**src/rtl/ss_pkg.sv**
```systemverilog
package ss_pkg;
   typedef enum logic [1:0] {
      SS_IDLE   = 2'd0,
      SS_RAMP   = 2'd1,
      SS_SETTLE = 2'd2,
      SS_HOLD   = 2'd3
   } ss_state_e;
endpackage

```
**src/rtl/ss_tick_gen.sv**
```systemverilog
module ss_tick_gen #(
   parameter int TICK_CYCLES = 1500
) (
   input  logic clk,
   input  logic rst_n,
   input  logic run,
   output logic tick
);
   if (TICK_CYCLES < 1) begin : g_bad_tick
      $error("ss_tick_gen: TICK_CYCLES must be at least 1");
   end

   if (TICK_CYCLES == 1) begin : g_every
      assign tick = run;
   end else begin : g_count
      localparam int CW = $clog2(TICK_CYCLES);
      localparam logic [CW-1:0] LAST = CW'(TICK_CYCLES - 1);
      logic [CW-1:0] cnt_q;

      always_ff @(posedge clk) begin
         if (!rst_n || !run) begin
            cnt_q <= '0;
         end else if (cnt_q == LAST) begin
            cnt_q <= '0;
         end else begin
            cnt_q <= cnt_q + 1'b1;
         end
      end

      assign tick = run && (cnt_q == LAST);
   end
endmodule

```
**src/rtl/ss_lag_det.sv**
```systemverilog
module ss_lag_det #(
   parameter int FB_W      = 12,
   parameter int REF_MV    = 800,
   parameter int MARGIN_MV = 100,
   parameter int WIN_MV    = 24
) (
   input  logic [FB_W-1:0] ramp_mv,
   input  logic [FB_W-1:0] fb_mv,
   output logic            lag,
   output logic            in_win
);
   if (WIN_MV > REF_MV) begin : g_bad_win
      $error("ss_lag_det: WIN_MV must not exceed REF_MV");
   end

   localparam logic [FB_W:0]   MARGIN_C = (FB_W+1)'(MARGIN_MV);
   localparam logic [FB_W-1:0] WIN_LO   = FB_W'(REF_MV - WIN_MV);
   localparam logic [FB_W-1:0] WIN_HI   = FB_W'(REF_MV + WIN_MV);

   logic [FB_W:0] fb_plus_margin;

   always_comb begin
      fb_plus_margin = {1'b0, fb_mv} + MARGIN_C;
      lag            = ({1'b0, ramp_mv} >= fb_plus_margin);
      in_win         = (fb_mv >= WIN_LO) && (fb_mv <= WIN_HI);
   end
endmodule

```
**src/rtl/ss_sat_cnt.sv**
```systemverilog
module ss_sat_cnt #(
   parameter int CNT_W = 8
) (
   input  logic             clk,
   input  logic             rst_n,
   input  logic             inc,
   output logic [CNT_W-1:0] count
);
   if (CNT_W < 1) begin : g_bad_w
      $error("ss_sat_cnt: CNT_W must be at least 1");
   end

   localparam logic [CNT_W-1:0] TOP = '1;

   always_ff @(posedge clk) begin
      if (!rst_n) begin
         count <= '0;
      end else if (inc && (count != TOP)) begin
         count <= count + 1'b1;
      end
   end
endmodule

```
**src/rtl/ss_hiccup_supervisor.sv**
```systemverilog
module ss_hiccup_supervisor
   import ss_pkg::*;
#(
   parameter int NUM_CH    = 2,
   parameter int FB_W      = 12,
   parameter int CLK_KHZ   = 100000,
   parameter int RAMP_US   = 1500,
   parameter int REF_MV    = 800,
   parameter int STEP_MV   = 8,
   parameter int MARGIN_MV = 100,
   parameter int WIN_MV    = 24,
   parameter int CNT_W     = 8
) (
   input  logic                   clk,
   input  logic                   rst_n,
   input  logic                   main_ok,
   input  logic [NUM_CH*FB_W-1:0] fb_mv,
   output logic [FB_W-1:0]        ramp_mv,
   output logic                   soft_active,
   output logic                   regulated,
   output logic                   restart,
   output logic [CNT_W-1:0]       hiccup_cnt
);
   localparam int STEPS       = REF_MV / STEP_MV;
   localparam int TICK_CYCLES = (CLK_KHZ * RAMP_US) / (1000 * STEPS);
   localparam logic [FB_W-1:0] STEP_C    = FB_W'(STEP_MV);
   localparam logic [FB_W-1:0] LAST_STEP = FB_W'(REF_MV - STEP_MV);

   if (NUM_CH < 1) begin : g_bad_ch
      $error("ss_hiccup_supervisor: NUM_CH must be at least 1");
   end
   if (STEP_MV < 1 || (REF_MV % STEP_MV) != 0) begin : g_bad_step
      $error("ss_hiccup_supervisor: STEP_MV must divide REF_MV");
   end
   if (MARGIN_MV < 1) begin : g_bad_margin
      $error("ss_hiccup_supervisor: MARGIN_MV must be positive");
   end
   if (REF_MV + WIN_MV >= (1 << FB_W)) begin : g_bad_width
      $error("ss_hiccup_supervisor: FB_W too narrow for REF_MV+WIN_MV");
   end
   if (TICK_CYCLES < 1) begin : g_bad_time
      $error("ss_hiccup_supervisor: ramp interval shorter than its step count");
   end

   ss_state_e       state_q;
   logic [FB_W-1:0] ramp_q;
   logic            restart_q;
   logic [NUM_CH-1:0] lag_vec;
   logic [NUM_CH-1:0] win_vec;
   logic            checking;
   logic            fault;
   logic            tick;
   logic            tick_run;

   for (genvar c = 0; c < NUM_CH; c++) begin : g_ch
      ss_lag_det #(
         .FB_W      (FB_W),
         .REF_MV    (REF_MV),
         .MARGIN_MV (MARGIN_MV),
         .WIN_MV    (WIN_MV)
      ) u_det (
         .ramp_mv (ramp_q),
         .fb_mv   (fb_mv[c*FB_W +: FB_W]),
         .lag     (lag_vec[c]),
         .in_win  (win_vec[c])
      );
   end

   always_comb begin
      checking = (state_q == SS_RAMP) || (state_q == SS_SETTLE);
      fault    = main_ok && checking && (|lag_vec);
      tick_run = main_ok && (state_q == SS_RAMP) && !fault;
   end

   ss_tick_gen #(
      .TICK_CYCLES (TICK_CYCLES)
   ) u_tick (
      .clk   (clk),
      .rst_n (rst_n),
      .run   (tick_run),
      .tick  (tick)
   );

   ss_sat_cnt #(
      .CNT_W (CNT_W)
   ) u_cnt (
      .clk   (clk),
      .rst_n (rst_n),
      .inc   (fault),
      .count (hiccup_cnt)
   );

   always_ff @(posedge clk) begin
      if (!rst_n) begin
         state_q   <= SS_IDLE;
         ramp_q    <= '0;
         restart_q <= 1'b0;
      end else begin
         restart_q <= 1'b0;
         if (!main_ok) begin
            state_q <= SS_IDLE;
            ramp_q  <= '0;
         end else begin
            unique case (state_q)
               SS_IDLE: begin
                  state_q <= SS_RAMP;
                  ramp_q  <= '0;
               end
               SS_RAMP: begin
                  if (fault) begin
                     ramp_q    <= '0;
                     restart_q <= 1'b1;
                  end else if (tick) begin
                     ramp_q <= ramp_q + STEP_C;
                     if (ramp_q == LAST_STEP) begin
                        state_q <= SS_SETTLE;
                     end
                  end
               end
               SS_SETTLE: begin
                  if (fault) begin
                     state_q   <= SS_RAMP;
                     ramp_q    <= '0;
                     restart_q <= 1'b1;
                  end else if (&win_vec) begin
                     state_q <= SS_HOLD;
                  end
               end
               SS_HOLD: begin
                  state_q <= SS_HOLD;
               end
               default: begin
                  state_q <= SS_IDLE;
                  ramp_q  <= '0;
               end
            endcase
         end
      end
   end

   assign ramp_mv     = ramp_q;
   assign soft_active = checking;
   assign regulated   = (state_q == SS_HOLD);
   assign restart     = restart_q;
endmodule

```
**config.mk**
```make
export PLATFORM = sky130hd
export DESIGN_NAME = ss_hiccup_supervisor
export DESIGN_NICKNAME = d
export VERILOG_FILES = /design/src/rtl/ss_pkg.sv /design/src/rtl/ss_tick_gen.sv /design/src/rtl/ss_lag_det.sv /design/src/rtl/ss_sat_cnt.sv /design/src/rtl/ss_hiccup_supervisor.sv
export SDC_FILE = /design/constraint.sdc
export NUM_CORES = 1
export LEC_CHECK = 0
export ABC_AREA = 1
export BUFFER_PORTS_ARGS = -buffer_cell sky130_fd_sc_hd__buf_4
export CAP_MARGIN = 15
export CORE_UTILIZATION = 50
export CTS_CLUSTER_SIZE = 25
export DETAILED_ROUTE_END_ITERATION = 10
export GPL_TIMING_DRIVEN = 0
export MAX_ROUTING_LAYER = met4
export PLACE_DENSITY_LB_ADDON = 0.12
export SLEW_MARGIN = 20
export SYNTH_ARGS = -nofsm -noshare
export SYNTH_HDL_FRONTEND = slang
export SYNTH_SLANG_ARGS = --single-unit
```
**constraint.sdc**
```tcl
create_clock -name clk -period 3.3 [get_ports clk]
set_input_delay 0.495 -clock clk [delete_from_list [all_inputs] [get_ports clk]]
set_output_delay 0.495 -clock clk [all_outputs]
set_load 0.02 [all_outputs]
```
Word level (Yosys, flattened, before mapping). Index checks and enable logic that the tools add are counted.

Add/sub/neg operators: 5. $lt $le $gt $ge: 6. Equality and inequality tests: 12. Multiplexer cells: 11. Reduce and logical (&&, ||, !) cells: 23.

Operator list (number): two-way mux 12 bit (3); one-hot mux 12 bit (3 select lines) (1); adder 12 x 7 -> 13 bit (second input constant) (2); >= comparator 12 x 13 -> 1 bit (2); >= comparator 12 x 10 -> 1 bit (second input constant) (2); <= comparator 12 x 10 -> 1 bit (second input constant) (2); adder 12 x 4 -> 12 bit (second input constant) (1); equality test 12 x 10 -> 1 bit (second input constant) (1); adder 11 x 1 -> 11 bit (second input constant) (1); equality test 11 bit (second input constant) (1); two-way mux 2 bit (5); adder 8 x 1 -> 8 bit (second input constant) (1); logical AND 1 bit (8); != test 8 bit (second input constant) (1); one-hot mux 2 bit (4 select lines) (1); AND reduction 3 bit (2); OR reduction 2 bit (3); equality test 2 bit (second input constant) (2); != test 2 x 1 -> 1 bit (second input constant) (2); != test 2 bit (second input constant) (2); AND reduction 2 bit (2); AND reduction 4 bit (1); zero test 1 bit (3); != test 3 x 1 -> 1 bit (second input constant) (1); other kinds (6) (7).

Register bits: 34. Input bits: 27. Output and inout bits: 23. Word-level logic and storage cells: 62.

Logic depth before layout (Yosys ltp). Gate-level depths: netlist (run 1).

Depth in word-level cells: 10. Gate-level depth with buffers: 20. Depth with buffers taken out: 19.

Modules after synthesis. A second synthesis (run 1) with hierarchy kept.

Cell total of the unflattened synthesis: 474. Area total of the unflattened synthesis: 3024.2 µm².

Modules (own cells, without submodules): ss_lag_det (times used 2, cells an instance 90, area an instance 543.0 µm², seq. area each 0.0 µm²); ss_hiccup_supervisor (times used 1, cells an instance 138, area an instance 868.3 µm², seq. area each 240.2 µm²); ss_tick_gen (times used 1, cells an instance 80, area an instance 573.0 µm², seq. area each 220.2 µm²); ss_sat_cnt (times used 1, cells an instance 76, area an instance 496.7 µm², seq. area each 160.2 µm²).

Worst setup path before layout (run 1). OpenSTA, ideal clock, no wires.

Kind: input to register. Start point: input fb_mv[14]. End point: register ramp_q[4], in the netlist ramp_mv[4]. Library setup time: 0.115 ns. Arrival: 2.333 ns. Data required time: 3.185 ns. Slack: 0.851 ns. Stages: 18. Path buffers: 1. Cells stage by stage: ha_1 nand2_2 nand2_2 nand2_1 xor2_1 ha_1 a21o_1 nand3_1 nand3_2 nor2_2 nand3_2 nand2_4 nand3_1 inv_1 nor2_2 buf_6 o21ai_1 nor2_1.

Cells in the longest elaborated chain, start to end: 9. Elaborated cells on any way between the ends: 12. Those cells by class: add/sub (1); order compare (1); eq/ne (2); mux (2); reduce/logical (6).

RTL lines: start: declaration (line ss_hiccup_supervisor.sv:17) `input logic [NUM_CH*FB_W-1:0] fb_mv,`; adder 12 x 7 -> 13 bit (*) (line ss_lag_det.sv:23) `fb_plus_margin = {1'b0, fb_mv} + MARGIN_C;`; >= comparator 12 x 13 -> 1 bit (*) (line ss_lag_det.sv:24) `lag = ({1'b0, ramp_mv} >= fb_plus_margin);`; OR reduction 2 bit (*) (line ss_hiccup_supervisor.sv:71) `fault = main_ok && checking && (|lag_vec);`; logical AND 1 bit (*) (line ss_hiccup_supervisor.sv:71); zero test 1 bit (line ss_hiccup_supervisor.sv:72) `tick_run = main_ok && (state_q == SS_RAMP) && !fault;`; logical AND 1 bit (line ss_hiccup_supervisor.sv:72); logical AND 1 bit (line ss_tick_gen.sv:30) `assign tick = run && (cnt_q == LAST);`; != test 3 x 2 -> 1 bit (no line); AND reduction 3 bit (no line); end signal: assignment (line ss_hiccup_supervisor.sv:114) `ramp_q <= ramp_q + STEP_C;`; end: declaration (line ss_hiccup_supervisor.sv:46) `logic [FB_W-1:0] ramp_q;`.

Mark *: on every way between the ends. The rest lies on a longest branch, timed or not. A chain may end at the register's enable or synchronous reset.

Worst setup path in the final report (run 1).
Start point: input fb_mv[3]. End point: register ramp_q[6], in the netlist ramp_mv[6].

The elaborated chain is that of the path after synthesis.

==> run metrics, run 1 <==
GR peak layer=met2; DRT Pass-1 Iters=4; Sw Ratio=0.276; Syn-to-layout area delta=22.1%; antenna cells=0; Slew Viols, Final=0; Routed WL=5510 um; input/output buffers=46; Synth top area share=0.247; post-cts resize count=0; Worst Setup End Kind=flip-flop; Synth cell types=34; GRT met2 Usage=0.346; final-layout fill cell count=455; period utilization=0.771; Starting DRT DRC Count=100; Seq/Total Area, Yosys=0.247; outcome=completed; die height=72.9 um; YS warnings=0; Overflow after GRT=0; Sw Pwr=roughly 0.27 mW; Die ar.=0.00531 mm^2; Tmin final=2.54 ns; Design Power=0.981 mW; multi-input combinational cell area=0.00170 mm^2; Pwr Density=320 mW/mm^2; GR Layer Usage met1=0.319; R2R Path Start=ramp_mv[3]$_SDFFE_PN0P_; top cells by area, synth=dfxtp_1 25%, ha_1 14%, nand2_1 9.6%, nor2_1 7.3%, xor2_1 7.0%; layout cell share with drive strength beyond 1=0.198; final setup violation count=0; synthesized area per cell=6.99 um^2; Clock Power Share=0.397; sequential share of power=0.400; CTS root buf=clkbuf_8; fmax=393 MHz; critical path class=input pin to flip-flop; M3 GR Usage=0.0414; Hold Startpoint=u_tick.g_count.cnt_q[0]$_SDFF_PP0_; Vias/cell=4.91; worst path arrival time=2.72 ns; Clk Latency, worst-skew pair=0.29 ns; setup bufs post-CTS=0; first-pass GRT wire length=9170 um; DRC viols=0; Pleak=1.43 nW; commonest non-fill, non-tap cell in the layout=nand2_1; post-synth top area cell=dfxtp_1; post-synthesis register bit count=31; Pint=0.710 mW; Clock Skews=0.00545 ns; Peak VDD IR=between 0.0004 and 0.0005 V; Final ANT Viol Nets=0; Core ar.=0.00479 mm^2; Clock transition at path regs=0.07 ns; CTS sink cnt=31; Placer Congestion=0.857; commonest non-fill, non-tap cells in the layout=64 x nand2_1, 49 x nor2_1, 49 x buf_4; TritonCTS buffer count=5; clk buf depth=2; post-DP HPWL=4400 um; Max-Cap Viols=0; vias in the first global route=2025; width of the die=72.9 um; Final Hold Viols=0; initial antenna violation count=0; CTS H-tree lvls=2; crit path from=fb_mv[3]; Startpoint Class=input pin; hold buffers post-CTS=0; Cell Area, Synth=around 0.0025 mm^2; setup TNS=0 ns; Hold WC Path Type=flip-flop to flip-flop; TritonCTS clock tree=done; Routed WL per cell=about 11 um; # nets final=470; Starting Density=0.524; Post-Syn Instances=359; largest net degree at the start of global routing=11; global-route usage over all layers=0.230; worst-path fanout max=7; Top Ports=50; combinational power share=0.202; via count=2366; Critical Path RT=approximately 3.5 ns; RSZ-0062 raised after global routing=false; Register Area=621 um^2; num rows=25
worst paths after layout:
check / cells past startpoint / end / slack, ns
worst max register to register: 12 / ramp_mv[6]$_SDFFE_PN0P_ / 1.15
worst max-delay path: 18 / ramp_mv[6]$_SDFFE_PN0P_ / 0.76
worst min register to register: 1 / u_tick.g_count.cnt_q[0]$_SDFF_PP0_ / 0.47
worst min-delay path: 1 / u_tick.g_count.cnt_q[0]$_SDFF_PP0_ / 0.47
synth_stat cells:
library cell,n
a21o_1,1
buf_6,2
nand3b_1,2
o21ai_0,10
nand2_2,6
a31oi_1,1
dfxtp_1,31
nor3b_2,1
buf_4,3
nand4_1,8
nor2_1,49
conb_1,1
inv_1,36
nor4_1,4
o211ai_1,2
nor3_1,7
ha_1,29
inv_2,3
nor2_4,2
nand3_1,32
a21oi_1,23
nand3_2,4
xnor2_1,5
xor2_1,20
clkinv_1,1
nand2_1,64
clkinv_2,1
o21a_1,2
nand3b_2,1
nor3b_1,1
nor2_2,3
nand2_4,2
o21ai_1,1
o21bai_1,1
per-stage QoR:
stage	hold slack [ns]	instance area, um^2	util	std cells	worst slack (ns)
5_1_grt	0.486	3060	0.640	482	0.584
6_report	0.474	3060	0.640	482	0.757
2_1_floorplan	0.429	2520	-	361	0.851
3_5_place_dp	0.456	2950	0.616	474	0.459
4_1_cts	0.470	3060	0.640	482	0.768
3_3_place_gp	0.445	2950	0.616	474	0.512
sequential cells by signal, indices dropped and copies added, names as in the netlist:
signal	count
state_q	2
restart	1
u_tick.g_count.cnt_q	11
u_cnt.count	8
ramp_mv	9
final cells by class:
class                           instances  area share
Buffer                                  5      0.0147
Multi-Input combinational cell        284       0.554
Clock buffer                            6      0.0269
Timing Repair Buffer                   46       0.113
Clock inverter                          2      0.0114
Sequential cell                        31       0.203
Tap cell                               67      0.0274
Inverter                               41      0.0506
worst max-delay path: stages:
cell and delay [ns]:
buf_4 0.11, ha_1 0.19, nand2_2 0.08, nand2_2 0.09, nand2_1 0.07, xor2_1 0.14, ha_1 0.28, nand2_1 0.07
o21ai_0 0.15, nor2_1 0.06, nand2_1 0.09, nand2_1 0.07, nand3_2 0.11, nand2_4 0.08, nand2_1 0.10, nand3_1 0.24
o21ai_0 0.24, nor2_1 0.06
power by group through the flow:
stage	Combinational (mW)	Sequential [mW]	Clock, mW
floorplan	0.124	0.402	0
global placement	0.193	0.401	0
detailed placement	0.199	0.401	0
CTS	0.199	0.392	0.401
global route	0.225	0.393	0.414
finish	0.198	0.392	0.390
routing by layer:
metal / routed length (um) / up-vias
met5: 0 / -
met4: 0 / 0
met3: 200 / 0
met2: 2470 / 36
met1: 2850 / 1039
li1: - / 1291
logic make-up (layout without fill, tap and decap cells):
kind of cell	Yosys count	count (layout)	synth area share
other	1	3	0.00149
AND/OR/NAND/NOR	186	186	0.351
buffers and inverters	46	100	0.0798
adder cells (fa/ha/maj)	29	29	0.145
AO/OA/AOI/OAI	41	41	0.0882
flip-flops	31	31	0.247
XOR/XNOR	25	25	0.0872
(Power assumes the default switching activity.)
==> run 2, diff against run 1 <==
- ABC_AREA: 1 -> 0
- clock period: 3.3 -> 2.3 ns (I/O delays scaled with it)
==> run 2 against run 1 <==
  * The flow now finishes with violations (setup timing)
  * Flip-flop and latch count did not move
  * Clock skew about the same
  * Clock power increased by 19%
  * Cell area is 14% higher
  * Combinational power grew 30%
==> run metrics, run 2 <==
Post-synth top cells=31 x dfxtp_1, 29 x ha_1, 28 x nor2_1; Routed WL per cell=14.6 um; worst path arrival time=2.98 ns; relative slew slack=0.666; worst-path fanout max=5; critical path class=input pin to flip-flop; CP cell instances=buf_8, ha_4, a211o_1, nand2_1, xor2_1, ha_1, nand4_1, a211o_1, a311oi_4, o31ai_4, buf_12, or4_4, a21oi_2; fmax=roughly 360 MHz; final-layout fill cell count=376; Layout Utilization=0.732; Post-Syn Instances=298; Vias/cell=around 5.7; via count=2504; Synth top area share=0.251; DRC viols=0; post-synth top area cell=dfxtp_1; Slew Viols, Final=0; Cell Area, Synth=0.00247 mm^2; Hold Startpoint=rst_n; Die ar.=roughly 0.0052 mm^2; vias in the first global route=approximately 2300; crit path buf inv count=2; Seq/Total Area, Yosys=0.251; setup ws final=-0.465 ns; Worst Setup End Kind=flip-flop; layout cell share with drive strength beyond 1=0.310; most flop-heavy register=u_tick.g_count.cnt_q; Worst Tran Pin Value=0.495 ns; placed instance area=0.00300 mm^2; Pleak=1.41 nW; final setup violation count=31; Hold WC Path Type=input pin to flip-flop; top cells by area, synth=dfxtp_1 25%, ha_1 15%, xnor2_1 6.0%, nand3_1 5.3%, nor2_1 4.3%; met2 WL post-DR=3200 um; CTS root buf=clkbuf_8; outcome=finished, violations left; clk buf depth=2; Final Hold Viols=0; TritonCTS clock tree=done; number of synthesized flops with an enable pin=0; Clk Latency, worst-skew pair=0.28 ns; input/output buffers=46; # nets final=429; Syn-to-layout area delta=40.7%; Synth cell types=57; Top FF cell, synth=dfxtp_1; Clock transition at path regs=roughly 0.060 ns; Crit-path slowest cell=or4_4; Tmin final=2.76 ns; RSZ-0062 raised after global routing=true; DRT Pass-1 Iters=5; most frequent CP cell=a211o_1; Starting DRT DRC Count=183; Routed WL=6450 um; multi-input combinational cell area=between 0.0015 and 0.002 mm^2; crit path from=fb_mv[15]; TritonCTS buffer count=5; Peak VDD IR=about 0.00035 V; Placer Congestion=between 0.8 and 0.9; YS warnings=0; Clock Skews=0.00570 ns; met3 wire length=between 300 and 400 um; antenna cells=0; initial antenna violation count=0; Starting Density=0.520; failing checks=setup timing; R2R Path Start=ramp_mv[3]$_SDFFE_PN0P_; commonest non-fill, non-tap cells in the layout=59 x buf_4, 31 x dfxtp_1, 27 x nor2_1, 27 x ha_1, 24 x nand3_1; Max-Cap Viols=0; CP max stage delay=0.48 ns; Top Ports=50; Pwr Density=~360 mW/mm^2; Max Used Layer=met4; die height=72.3 um; CTS sink cnt=31; max reg flops=11; CTS H-tree lvls=2; hold buffers post-CTS=0; synthesized area per cell=8.30 um^2; num rows=25; period utilization=1.20; Design Power=around 1.3 mW; Core ar.=0.00475 mm^2; Top delay family on crit path=compound AO/OA/AOI/OAI gates; Final ANT Viol Nets=0; fraction of registers with async set/reset=0; post-DP HPWL=4430 um; count leader, synth=dfxtp_1; first-pass GRT wire length=10200 um; post-synthesis register bit count=31; global-route usage over all layers=0.255; post-route cell area=0.00348 mm^2; largest net degree at the start of global routing=11; width of the die=approximately 72 um; Register Area=~620 um^2; commonest non-fill, non-tap cell in the layout=buf_4; Overflow after GRT=0; Met1 Wirelength=2810 um; Startpoint Class=input pin; Critical Path RT=2.52 ns
[run 2: cell count changes after synthesis, moves of 7 or more]
| cell | change |
|---|---|
| xor2_1 | -12 |
| a21oi_1 | -8 |
| inv_1 | -20 |
| a31oi_1 | +12 |
| o21ai_0 | -7 |
| and3_1 | +8 |
| xnor2_1 | +12 |
| nor2_1 | -21 |
| nand2_1 | -46 |
[run 2: worst reg2reg max path: stages (launching register included)]
cell and delay, ns:
dfxtp_1 0.43, ha_1 0.33, nor4bb_1 0.47, o311ai_4 0.14
a211oi_4 0.36, o31ai_4 0.14, buf_12 0.16, or4_4 0.48
a21oi_2 0.12
[run 2: path summary, 6_finish.rpt]
check | endpoint | slack (ns) | depth (start not counted)
min | u_cnt.count[6]$_SDFFE_PN0P_ | 0.37 | 2
max | u_cnt.count[2]$_SDFFE_PN0P_ | -0.46 | 13
max reg2reg | u_cnt.count[2]$_SDFFE_PN0P_ | -0.41 | 8
min reg2reg | u_tick.g_count.cnt_q[0]$_SDFF_PP0_ | 0.46 | 1
[run 2: repair_timing]
action | CTS | global route
buffers inserted | 14 | 6
pin swaps | 23 | 29
setup endpoints to repair | 31 | 31
endpoints found under the hold margin | 0 | 0
cloned | 2 | 0
gates resized for setup | 29 | 20
[run 2: power by group]
| part | total [mW] | leakage (nW) | switching (mW) | internal [mW] |
|---|---|---|---|---|
| clock | 0.464 | 0.0515 | 0.191 | 0.273 |
| combinational | 0.257 | 1.11 | 0.131 | 0.126 |
| sequential | 0.543 | 0.250 | 0.00304 | 0.540 |
[run 2: final cells by class]
type / instances / area share
inverter: 16 / 0.0173
clock buffer: 8 / 0.0288
buffer: 8 / 0.0176
sequential: 31 / 0.178
timing repair buffer: 67 / 0.162
multi-input combinational: 244 / 0.572
tap: 67 / 0.0241
[run 2: metrics by stage]
stage	TNS [ns]	instances	worst slack, ns	hold WS, ns
global placement	-25.40	413	-0.893	0.443
global route	-13.51	441	-0.547	0.364
CTS	-11.10	437	-0.537	0.359
floorplan	-11.74	300	-0.436	0.430
detailed placement	-26.57	413	-0.948	0.456
finish	-10.81	441	-0.465	0.366
[run 2: logic make-up (layout without fill, tap and decap cells)]
logic type	Yosys count	count (layout)	share of synthesized area
compound gates	65	65	0.200
xor+xnor	25	25	0.0886
fa+ha+maj	29	29	0.147
buf+inv	25	99	0.0440
flops	31	31	0.251
mux	2	2	0.00810
other cells	1	3	0.00152
simple gates	120	120	0.260
[run 2: metal layers]
layer | up-vias | GRT usage
li1 | 1255 | -
met3 | 19 | 0.0486
met4 | 0 | 0.0784
met1 | 1160 | 0.312
met2 | 70 | 0.423
met5 | - | -
==> run 3, diff against run 2 <==
- CORE_ASPECT_RATIO: unset -> 1.25
- GPL_TIMING_DRIVEN: 0 -> unset
==> run 3 against run 2 <==
  * The run still ends with setup timing left
  * Combinational power up 5%
  * Non-clock buffer count up 29
  * Register-to-register slack better by 0.09 ns
  * Flip-flop and latch count unchanged
  * Clock skew up 0.0011 ns
  * Fmax up 1.8%
  * Cell area up 9.4%
==> run metrics, run 3 (same netlist as run 2, synthesis figures left out) <==
Top delay family on crit path=compound AO/OA/AOI/OAI gates; via count=2649; vias in the first global route=roughly 2400; final setup violation count=31; Starting DRT DRC Count=120; post-DP HPWL=5030 um; Worst Setup End Kind=flip-flop; hold buffers post-CTS=0; Overflow after GRT=0; Placed Cells=around 440; first-pass GRT wire length=around 10000 um; fmax=368 MHz; RSZ-0062 raised after global routing=true; Die ar.=0.00523 mm^2; Hold WC Path Type=input pin to flip-flop; Routed WL per cell=16.0 um; Peak VDD IR=around 0.00043 V; clk buf depth=2; Core ar.=0.00473 mm^2; commonest non-fill, non-tap cell in the layout=buf_4; input/output buffers=46; crit path buf inv count=4; Final Hold Viols=0; num rows=28; Clock Skews=just under 0.007 ns; Crit-path slowest cell=o31ai_4; TritonCTS clock tree=done; Max-Cap Viols=0; CTS H-tree lvls=2; period utilization=1.18; failing checks=setup timing; antenna cells=0; Post-Layout Cell Count=463; Tmin final=2.72 ns; largest net degree at the start of global routing=15; die height=80.6 um; Top Ports=50; max reg flops=11; CTS sink cnt=31; Final ANT Viol Nets=0; DRC viols=0; worst-path fanout max=8; Routed WL=about 7400 um; global-route usage over all layers=0.267; critical path class=input pin to flip-flop; Placer Congestion=0.817; layout cell share with drive strength beyond 1=0.390; TritonCTS buffer count=5; initial antenna violation count=0; Slew Viols, Final=0; Pwr Density=340 mW/mm^2; Clock transition at path regs=roughly 0.070 ns; DRT Pass-1 Iters=7; width of the die=~65 um; worst path arrival time=2.93 ns; setup ws final=-0.415 ns; Vias/cell=5.72; most flop-heavy register=u_tick.g_count.cnt_q; Clk Latency, worst-skew pair=0.29 ns; CP cell instances=buf_8, ha_4, a211oi_4, buf_4, nor2_2, xnor2_1, ha_1, a21o_1, a21oi_2, o22ai_2, o31ai_4, buf_6, buf_8, a31oi_1, a31oi_1; outcome=finished, violations left; relative slew slack=0.466; Startpoint Class=input pin; Starting Density=0.523; CTS root buf=clkbuf_8; CP max stage delay=between 0.3 and 0.4 ns; Pleak=approximately 1.6 nW; commonest non-fill, non-tap cells in the layout=88 x buf_4, 31 x dfxtp_1, 27 x ha_1; Design Power=1.29 mW; Syn-to-layout area delta=53.9%; Critical Path RT=2.51 ns; # nets final=458; Worst Tran Pin Value=between 0.7 and 0.8 ns
run 3: cell types whose count changed in the layout (fill, tap and decap cells not counted), sizes merged:
cell and delta:
clkinvlp +1, clkbuf -1, buf +29
run 3: area by class of cell:
cell class                      instances  area [um^2]
Inverter                               16         60.1
Fill cell                             323          923
Multi-Input combinational cell        244         2060
Clock buffer                            7         96.3
Timing Repair Buffer                  104          887
Clock inverter                          1         7.51
Sequential cell                        31          621
Tap cell                               60         75.1
run 3: final timing paths:
| path | start | endpoint | slack [ns] | cells past startpoint |
|---|---|---|---|---|
| worst max-delay path | fb_mv[2] | ramp_mv[6]$_SDFFE_PN0P_ | -0.42 | 15 |
| worst min-delay path | rst_n | u_cnt.count[6]$_SDFFE_PN0P_ | 0.34 | 2 |
| worst max register to register | ramp_mv[3]$_SDFFE_PN0P_ | u_cnt.count[2]$_SDFFE_PN0P_ | -0.32 | 9 |
| worst min register to register | u_cnt.count[4]$_SDFFE_PN0P_ | u_cnt.count[4]$_SDFFE_PN0P_ | 0.53 | 2 |
run 3: per-stage QoR:
step | hold slack (ns) | util | TNS (ns) | setup WS, ns | area [um^2]
after detailed placement | 0.486 | 0.698 | -19.48 | -0.728 | 3300
after global placement | 0.481 | 0.698 | -17.24 | -0.662 | 3300
after global routing | 0.334 | 0.805 | -12.19 | -0.509 | 3810
after floorplan | 0.430 | - | -11.74 | -0.436 | 2570
final | 0.342 | 0.805 | -9.59 | -0.415 | 3810
after CTS | 0.339 | 0.743 | -8.23 | -0.390 | 3510
run 3: worst register-to-register path, stage by stage, from the launching register on:
cell	delay [ns]
dfxtp_1	0.41
ha_1	0.32
nor4bb_1	0.30
buf_4	0.18
o311ai_4	0.09
a211oi_4	0.36
o31ai_4	0.12
buf_12	0.16
or4_4	0.50
a21oi_2	0.12
run 3: report_power, final:
part | internal [mW] | switching [mW]
clock | 0.272 | 0.212
sequential | 0.539 | 0.00316
combinational | 0.137 | 0.132
total | 0.948 | 0.347
run 3: repair_timing:
item / 4_1_cts / 5_1_grt
cloned: 1 / 1
pin swaps: 22 / 26
setup buffers: 2 / 7
gates resized for setup: 19 / 39
setup endpoints to repair: 31 / 31
run 3: per-layer routing:
layer | share of wire | global-route usage | vias up | routed length [um]
met4 | 0.019 | 0.107 | 0 | 142
met5 | 0 | - | - | 0
met3 | 0.031 | 0.0412 | 13 | 230
met1 | 0.42 | 0.313 | 1275 | 3130
li1 | - | - | 1312 | -
met2 | 0.53 | 0.453 | 49 | 3920
